`config.mk`:
```
export PLATFORM = sky130hd
export DESIGN_NAME = segbrk_top
export DESIGN_NICKNAME = d
export VERILOG_FILES = /design/src/rtl/segbrk_pkg.sv /design/src/rtl/segbrk_regs.sv /design/src/rtl/segbrk_cmp.sv /design/src/rtl/segbrk_top.sv
export SDC_FILE = /design/constraint.sdc
export NUM_CORES = 1
export LEC_CHECK = 0
export BUFFER_PORTS_ARGS = -buffer_cell sky130_fd_sc_hd__buf_2
export CAP_MARGIN = 40
export CORE_UTILIZATION = 28
export DETAILED_ROUTE_END_ITERATION = 6
export PLACE_DENSITY = 0.54
export SYNTH_ARGS = -nofsm -noshare
export SYNTH_HDL_FRONTEND = slang
export SYNTH_SLANG_ARGS = --single-unit
```
`constraint.sdc`:
```
create_clock -name clk -period 3.3 [get_ports clk]
set_clock_uncertainty 0.15 [all_clocks]
set_input_delay 0.66 -clock clk [delete_from_list [all_inputs] [get_ports clk]]
set_output_delay 0.66 -clock clk [all_outputs]
set_load 0.01 [all_outputs]
```
`src/rtl/segbrk_pkg.sv`:
```
package segbrk_pkg;
    localparam int SEG_W  = 7;
    localparam int OFF_W  = 16;
    localparam int LIM_W  = 8;

    typedef enum logic {LIM_SYS = 1'b0, LIM_USR = 1'b1} lim_sel_e;

    typedef struct packed {
        logic [LIM_W-1:0] sys_lim;
        logic [LIM_W-1:0] usr_lim;
    } lim_pair_t;

    function automatic logic seg_is_sys(input logic [SEG_W-1:0] seg);
        return (seg[SEG_W-2:1] == '0);
    endfunction
endpackage

```
`src/rtl/segbrk_regs.sv`:
```
module segbrk_regs
    import segbrk_pkg::*;
(
    input  logic             clk,
    input  logic             rst,
    input  lim_sel_e         sel,
    input  logic             wr,
    input  logic [LIM_W-1:0] wdata,
    output logic [LIM_W-1:0] rdata,
    output lim_pair_t        lims
);
    lim_pair_t q;

    always_ff @(posedge clk) begin
        if (rst) begin
            q <= '0;
        end else if (wr) begin
            if (sel == LIM_SYS) q.sys_lim <= wdata;
            else                q.usr_lim <= wdata;
        end
    end

    assign lims  = q;
    assign rdata = (sel == LIM_SYS) ? q.sys_lim : q.usr_lim;

    a_r2_wr_sys: assert property (@(posedge clk) disable iff (rst)
        (wr && sel == LIM_SYS) |=> (q.sys_lim == $past(wdata) && $stable(q.usr_lim)));
    a_r2_wr_usr: assert property (@(posedge clk) disable iff (rst)
        (wr && sel == LIM_USR) |=> (q.usr_lim == $past(wdata) && $stable(q.sys_lim)));
    a_r2_hold: assert property (@(posedge clk) disable iff (rst)
        !wr |=> $stable(q));
endmodule

```
`src/rtl/segbrk_cmp.sv`:
```
module segbrk_cmp
    import segbrk_pkg::*;
(
    input  logic             clk,
    input  logic             rst,
    input  logic             valid,
    input  logic [SEG_W-1:0] seg,
    input  logic [OFF_W-1:0] offset,
    input  lim_pair_t        lims,
    output logic             is_sys,
    output logic             above
);
    logic [LIM_W-1:0] lim;
    logic [LIM_W-1:0] hi;

    always_comb begin
        is_sys = seg_is_sys(seg);
        lim    = is_sys ? lims.sys_lim : lims.usr_lim;
        hi     = offset[OFF_W-1:OFF_W-LIM_W];
        above  = valid && (hi >= lim);
    end

    a_r6_idle_low: assert property (@(posedge clk) disable iff (rst)
        !valid |-> !above);
    a_r4_sys_set: assert property (@(posedge clk) disable iff (rst)
        is_sys |-> (seg == 7'd0 || seg == 7'd1 || seg == 7'd64 || seg == 7'd65));
    a_r4_usr_set: assert property (@(posedge clk) disable iff (rst)
        (seg == 7'd0 || seg == 7'd1 || seg == 7'd64 || seg == 7'd65) |-> is_sys);
endmodule

```
`src/rtl/segbrk_top.sv`:
```
module segbrk_top
    import segbrk_pkg::*;
(
    input  logic        clk,
    input  logic        rst,
    input  logic        io_sel,
    input  logic        io_wr,
    input  logic [7:0]  io_wdata,
    output logic [7:0]  io_rdata,
    input  logic        ref_valid,
    input  logic [6:0]  ref_seg,
    input  logic [15:0] ref_offset,
    output logic        ref_sys,
    output logic        above_break
);
    lim_pair_t lims;
    lim_sel_e  sel;

    assign sel = lim_sel_e'(io_sel);

    segbrk_regs u_regs (
        .clk(clk), .rst(rst), .sel(sel), .wr(io_wr),
        .wdata(io_wdata), .rdata(io_rdata), .lims(lims)
    );

    segbrk_cmp u_cmp (
        .clk(clk), .rst(rst), .valid(ref_valid), .seg(ref_seg),
        .offset(ref_offset), .lims(lims), .is_sys(ref_sys), .above(above_break)
    );
endmodule

```
==> results of run 1 <==
==> layer usage <==
metal / up-vias / share of wire
li1: 459 / -
met2: 26 / 0.49
met1: 390 / 0.46
met4: 0 / 0.012
met3: 2 / 0.038
met5: - / 0
==> placed cells by master (no fill, tap or decap), types with 2 or more instances in the layout <==
cell	Yosys	layout
ha_1	8	6
mux2_2	8	8
inv_1	2	2
a21oi_1	18	18
nand2_1	27	27
mux2i_2	0	2
dfxtp_1	16	16
buf_2	1	34
clkbuf_4	0	3
mux2i_1	7	5
nand3_1	8	8
==> stage by stage <==
stage | utilization | TNS (ns)
final | 0.400 | -0.240
after floorplan | - | -0.148
after CTS | 0.397 | -0.293
after detailed placement | 0.380 | -0.375
after global placement | 0.380 | -0.334
after global routing | 0.400 | -0.364
==> area by class of cell <==
class | instances | area [sq um] | area share
Clock buffer | 4 | 36.3 | 0.0290
Inverter | 2 | 7.51 | 0.00599
Sequential cell | 16 | 320 | 0.256
Tap cell | 44 | 55.1 | 0.0440
Timing Repair Buffer | 37 | 209 | 0.167
Multi-Input combinational cell | 87 | 624 | 0.499
==> how the worst max path moves through the flow <==
stage                             end  startpoint  slack (ns)
final                     above_break  ref_seg[5]       -0.24
after floorplan           above_break  ref_seg[5]       -0.15
after global routing      above_break  ref_seg[5]       -0.36
after detailed placement  above_break  ref_seg[5]       -0.37
after CTS                 above_break  ref_seg[5]       -0.29
after global placement    above_break  ref_seg[5]       -0.33
==> cell families (layout without fill, tap and decap cells) <==
| family | count (synthesis) | count (layout) |
|---|---|---|
| adder cells (fa/ha/maj) | 8 | 8 |
| flip-flops | 16 | 16 |
| AO/OA/AOI/OAI | 23 | 23 |
| multiplexers | 16 | 16 |
| AND/OR/NAND/NOR | 40 | 40 |
| buffers and inverters | 9 | 43 |
==> power groups by stage <==
stage               Combinational [uW]  Sequential (uW)  Clock [uW]
finish                            88.7              208         126
global route                       101              209         138
CTS                               89.3              208         130
detailed placement                85.1              212           0
global placement                  82.4              212           0
floorplan                         51.9              211           0
==> timing repair <==
item,CTS,global route
pin swaps,2,1
endpoints found under the setup margin,1,1
gates resized for setup,4,3
endpoints found under the hold margin,0,0
==> critical path, stage by stage <==
cell	delay, ns
buf_6	0.09
or4_4	0.56
nor2_8	0.14
buf_12	0.13
mux2i_2	0.22
ha_1	0.28
a211oi_2	0.24
a2111oi_2	0.10
o21a_1	0.17
buf_2	0.13
==> run metrics, run 1 <==
Final Setup Violations 1; H-tree levels 1; asr flop ratio synth 0; die width 60.2 um; DP Area 0.00119 sq mm; Initial Util 0.303; Syn-to-layout area delta 32.2%; Post-Syn Area per Cell 8.46 sq um; Netlist cell types 23; Worst Setup End Kind output port; largest cells by area after synthesis dfxtp_1 34%, nand2_1 11%, ha_1 11%; first-pass GRT wire length 3650 um; Post-Route WL 2270 um; worst-case clock buffer depth 2; CTS tree yes; top-count cell post-synth nand2_1; Rows 20; Placer Congestion 0.716; Mapped Area 947 sq um; worst r2r src u_regs.lims[11]$_SDFFE_PP0P_; GR peak layer met2; Power Total 423 uW; Final period util 1.07; mux contribution to synthesized area 0.185; Nets 191; GR Util All Layers 0.140; Slew Limit Fails 0; Initial DRT Pass Iterations 4; worst slew pin tran 0.672 ns; XOR/XNOR share of the synthesized area 0; WP data arrival 2.73 ns; max FFs per register 16; met1 Use GR 0.171; placed cells 186; largest family of logic cells by synthesized area simple AND/OR/NAND/NOR gates; Hold Buf Count CTS 0; vias per std cell 4.62; grt met3 use 0.00866; die area 0.00362 sq mm; Synth Area in Adders 0.106; Setup Crit Path Kind input pin to output port; failing checks negative setup slack; crit path launch type input pin; # IOs 46; post-synthesis sequential area ratio 0.338; antenna viol nets, final 0; # port buffers 35; maximum VDD drop 0.000148 V; HPWL after DPL 1770 um; Post-Synthesis Cells 112; met2 Use GR 0.240; clock latency on the worst-skew pair 0.28 ns; cell accounting for the most synthesized area dfxtp_1; clock sink total 16; combinational power share 0.210; core area 0.00313 sq mm; share of cells above drive strength 1 0.397; reg2reg setup slack 2.51 ns; hold_ws 0.322 ns; Filler Cells Inserted 334; min Tclk post-route 3.54 ns; main flop type after synthesis dfxtp_1; Vias 877; register bit total from synthesis 16; post-synth top area share 0.338; vias in the first global route 894; Synth warnings 0; RSZ-0062 raised after global routing true; Simple-Gate Fraction of Synth Area 0.199; Fmax achieved 282 MHz; Worst-path clk slew 0.09 ns; Worst Hold Launch u_regs.lims[6]$_SDFFE_PP0P_; status finished with violations; Slew HR 0.551; Leakage 0.000533 uW; pre-CTS setup slack -0.375 ns; Clock Power Share 0.298; switching pwr 112 uW; CTS root buffer clkbuf_4; PnR worst setup slack -0.240 ns; Hold WC Path Type flip-flop to flip-flop; Hold Fails Final Rpt 0; total CTS buffers 3; cell count of the worst hold path 2; chip height 60.2 um; cell count of the worst reg-to-reg path 2; Post-synth EDFFs 0; PwrDens 338 mW/mm^2; Reg power frac 0.492; Max Cap Violations 0; initial antenna violation count 0; Post-Syn Nets 156; largest net degree at the start of global routing 20; Internal 311 uW; Post-synth top cells 27 x nand2_1, 18 x a21oi_1, 16 x dfxtp_1; hold path endpoint u_regs.lims[6]$_SDFFE_PP0P_; initial DRC count 16; Crit Path Max Fanout 5; final non-filler cell total 190; number of remaining DRC errors 0; Sw Share 0.264; Remaining Overflow, GRT 0; Critical Path RT 2.49 ns; WL/cell 12.0 um; fin area 0.00125 sq mm; RR Endpoint u_regs.lims[11]$_SDFFE_PP0P_; number of diodes 0; Synth Area in Compound Gates 0.133; Post-CTS Setup Inserts 0
No activity file was read; power rests on OpenSTA's default activity.
==> run 2: changes to the inputs <==
CORE_UTILIZATION = 40   (was 28)
PLACE_DENSITY = 0.73   (was 0.54)
==> run 2 against run 1 <==
Against the previous run:
- the flow still finishes with violations (negative setup slack)
- sequential power about the same
- routed wire length is 6.9% lower
- combinational power hardly changed
- maximum frequency is 0.52% higher
- via count increased by 1.3%
- critical path type unchanged
- largest power group unchanged
==> run metrics, run 2 (synthesis gave the netlist of run 1 again) <==
CTS root buffer clkbuf_4; die area 0.00257 sq mm (-29%); CP Buf/Inv Count 3 (unchanged); Hold Fails Final Rpt 0 (unchanged); Met3 Wirelength 66 um (-24%); final non-filler cell total 175 (-7.9%); antenna viol nets, final 0 (unchanged); Setup Crit Path Kind input pin to output port; clock sink total 16 (unchanged); Worst-path clk slew 0.08 ns (about the same); maximum VDD drop 0.000222 V (+50%); crit path launch type input pin; Clock Power Share 0.253 (-0.045); die width 50.7 um (-16%); share of cells above drive strength 1 0.395 (-0.00270); HPWL after DPL 1580 um (-10%); Hold WC Path Type flip-flop to flip-flop; Slew Limit Fails 0 (unchanged); first-pass GRT wire length 3530 um (-3.2%); Initial Util 0.428 (+0.125); Metal-1 WL 972 um (-7.8%); Nets 193 (+1.0%); most common cell after layout, fill and taps aside buf_2; DP Area 0.00118 sq mm (-1.1%); initial DRC count 20 (+4); CTS tree yes; core area 0.00221 sq mm (-29%); worst slew pin tran 0.593 ns (-0.0791 ns); Syn-to-layout area delta 30.3%; Placer Congestion 0.718 (+0.22%); PwrDens 322 mW/mm^2 (-4.7%); Rows 17 (-15%); PnR worst setup slack -0.221 ns (+0.0184 ns); combinational power share 0.223 (+0.013); min Tclk post-route 3.52 ns (-0.0184 ns); switching pwr 110 uW (-1.8%); Filler Cells Inserted 209 (-37%); clock latency on the worst-skew pair 0.29 ns (about the same); Crit Path Max Fanout 4 (-1); vias in the first global route 806 (-9.8%); Power Total 397 uW (-6.2%); Leakage 0.000536 uW (+0.64%); Post-Route WL 2120 um (-6.9%); number of diodes 0 (unchanged); most frequent cells in the layout 34 x buf_2, 27 x nand2_1, 18 x a21oi_1; H-tree levels 1 (unchanged); chip height 50.7 um (-16%); # port buffers 35 (unchanged); Initial DRT Pass Iterations 4 (unchanged); Critical Path RT 2.49 ns (about the same); Reg power frac 0.524 (+0.032); max FFs per register 16 (unchanged); RSZ-0062 raised after global routing true; fin area 0.00123 sq mm (-1.5%); largest net degree at the start of global routing 20 (unchanged); Internal 287 uW (-7.7%); top cell family by delay on the critical path simple AND/OR/NAND/NOR gates; metal2 WL 1040 um (-6.3%); pre-CTS setup slack -0.366 ns (+0.00841 ns); setup TNS -0.221 ns (+0.0184 ns); failing checks negative setup slack; Top Metal Used met4; WL/cell 12.1 um (+1.1%); Crit path largest cell delay 0.56 ns (about the same); initial antenna violation count 0 (unchanged); Vias 888 (+1.3%); Max Cap Violations 0 (unchanged); Fmax achieved 284 MHz (+0.52%); Remaining Overflow, GRT 0 (unchanged); Slew HR 0.604 (+0.0529); placed cells 171 (-8.1%); Final period util 1.07 (-0.00558); WP data arrival 2.71 ns (-0.02 ns); crit-path cells buf_6 > or4_4 > nor2_8 > buf_12 > mux2i_2 > ha_2 > a211oi_2 > a2111oi_2 > o21a_1 > buf_2; Sw Share 0.277 (+0.0124); worst-case clock buffer depth 2 (unchanged); Hold Buf Count CTS 0 (unchanged); vias per std cell 5.07 (+9.9%); number of remaining DRC errors 0 (unchanged); Worst Setup End Kind output port; total CTS buffers 3 (unchanged); # IOs 46 (unchanged); status finished with violations; Final Setup Violations 1 (unchanged); CP max stage cell or4_4; GR Util All Layers 0.185 (+0.0447)
run 2: cell count changes in the layout (fill, tap and decap cells not counted), sizes merged:
| cell | previous run | this run |
|---|---|---|
| buf | 37 | 39 |
| clkbuf | 4 | 3 |
run 2: final timing paths:
path	start	slack, ns	to	cells past startpoint
min	u_regs.lims[8]$_SDFFE_PP0P_	0.32	u_regs.lims[8]$_SDFFE_PP0P_	2
max	ref_seg[5]	-0.22	above_break	10
max reg2reg	u_regs.lims[3]$_SDFFE_PP0P_	2.50	u_regs.lims[3]$_SDFFE_PP0P_	2
min reg2reg	u_regs.lims[8]$_SDFFE_PP0P_	0.32	u_regs.lims[8]$_SDFFE_PP0P_	2
run 2: worst min-delay path, stage by stage, from the launching register on:
cell	delay, ns
dfxtp_1	0.32
nand2_1	0.05
a21oi_1	0.05
run 2: power groups by stage:
stage	Clock, uW	Combinational (uW)	Sequential [uW]
2_1_floorplan	0	51.9	211
3_3_place_gp	0	80.8	212
3_5_place_dp	0	84.1	212
4_1_cts	104	89.2	208
5_1_grt	113	99.9	210
6_report	100	88.5	208
run 2: area by class of cell:
class / count / area [sq um] / share of cell area
Timing Repair Buffer: 39 / 228 / 0.185
Inverter: 2 / 7.51 / 0.00609
Multi-Input combinational cell: 87 / 621 / 0.503
Sequential cell: 16 / 320 / 0.260
Clock buffer: 3 / 22.5 / 0.0183
Tap cell: 28 / 35.0 / 0.0284
run 2: what timing repair did:
| action | CTS | global route |
|---|---|---|
| gates cloned | 0 | 0 |
| setup buffers | 1 | 0 |
| gates resized for setup | 7 | 0 |
| pin swaps | 2 | 0 |
| endpoints found under the setup margin | 1 | 1 |
run 2: metrics by stage:
stage,hold slack [ns],utilization
floorplan,0.295,-
global placement,0.305,0.532
detailed placement,0.311,0.532
CTS,0.323,0.558
global route,0.337,0.558
finish,0.320,0.558
run 2: per-layer routing:
layer / GRT usage / up-vias
li1: - / 463
met1: 0.232 / 399
met2: 0.302 / 21
met3: 0.0212 / 5
met4: 0.106 / 0
met5: 0 / -
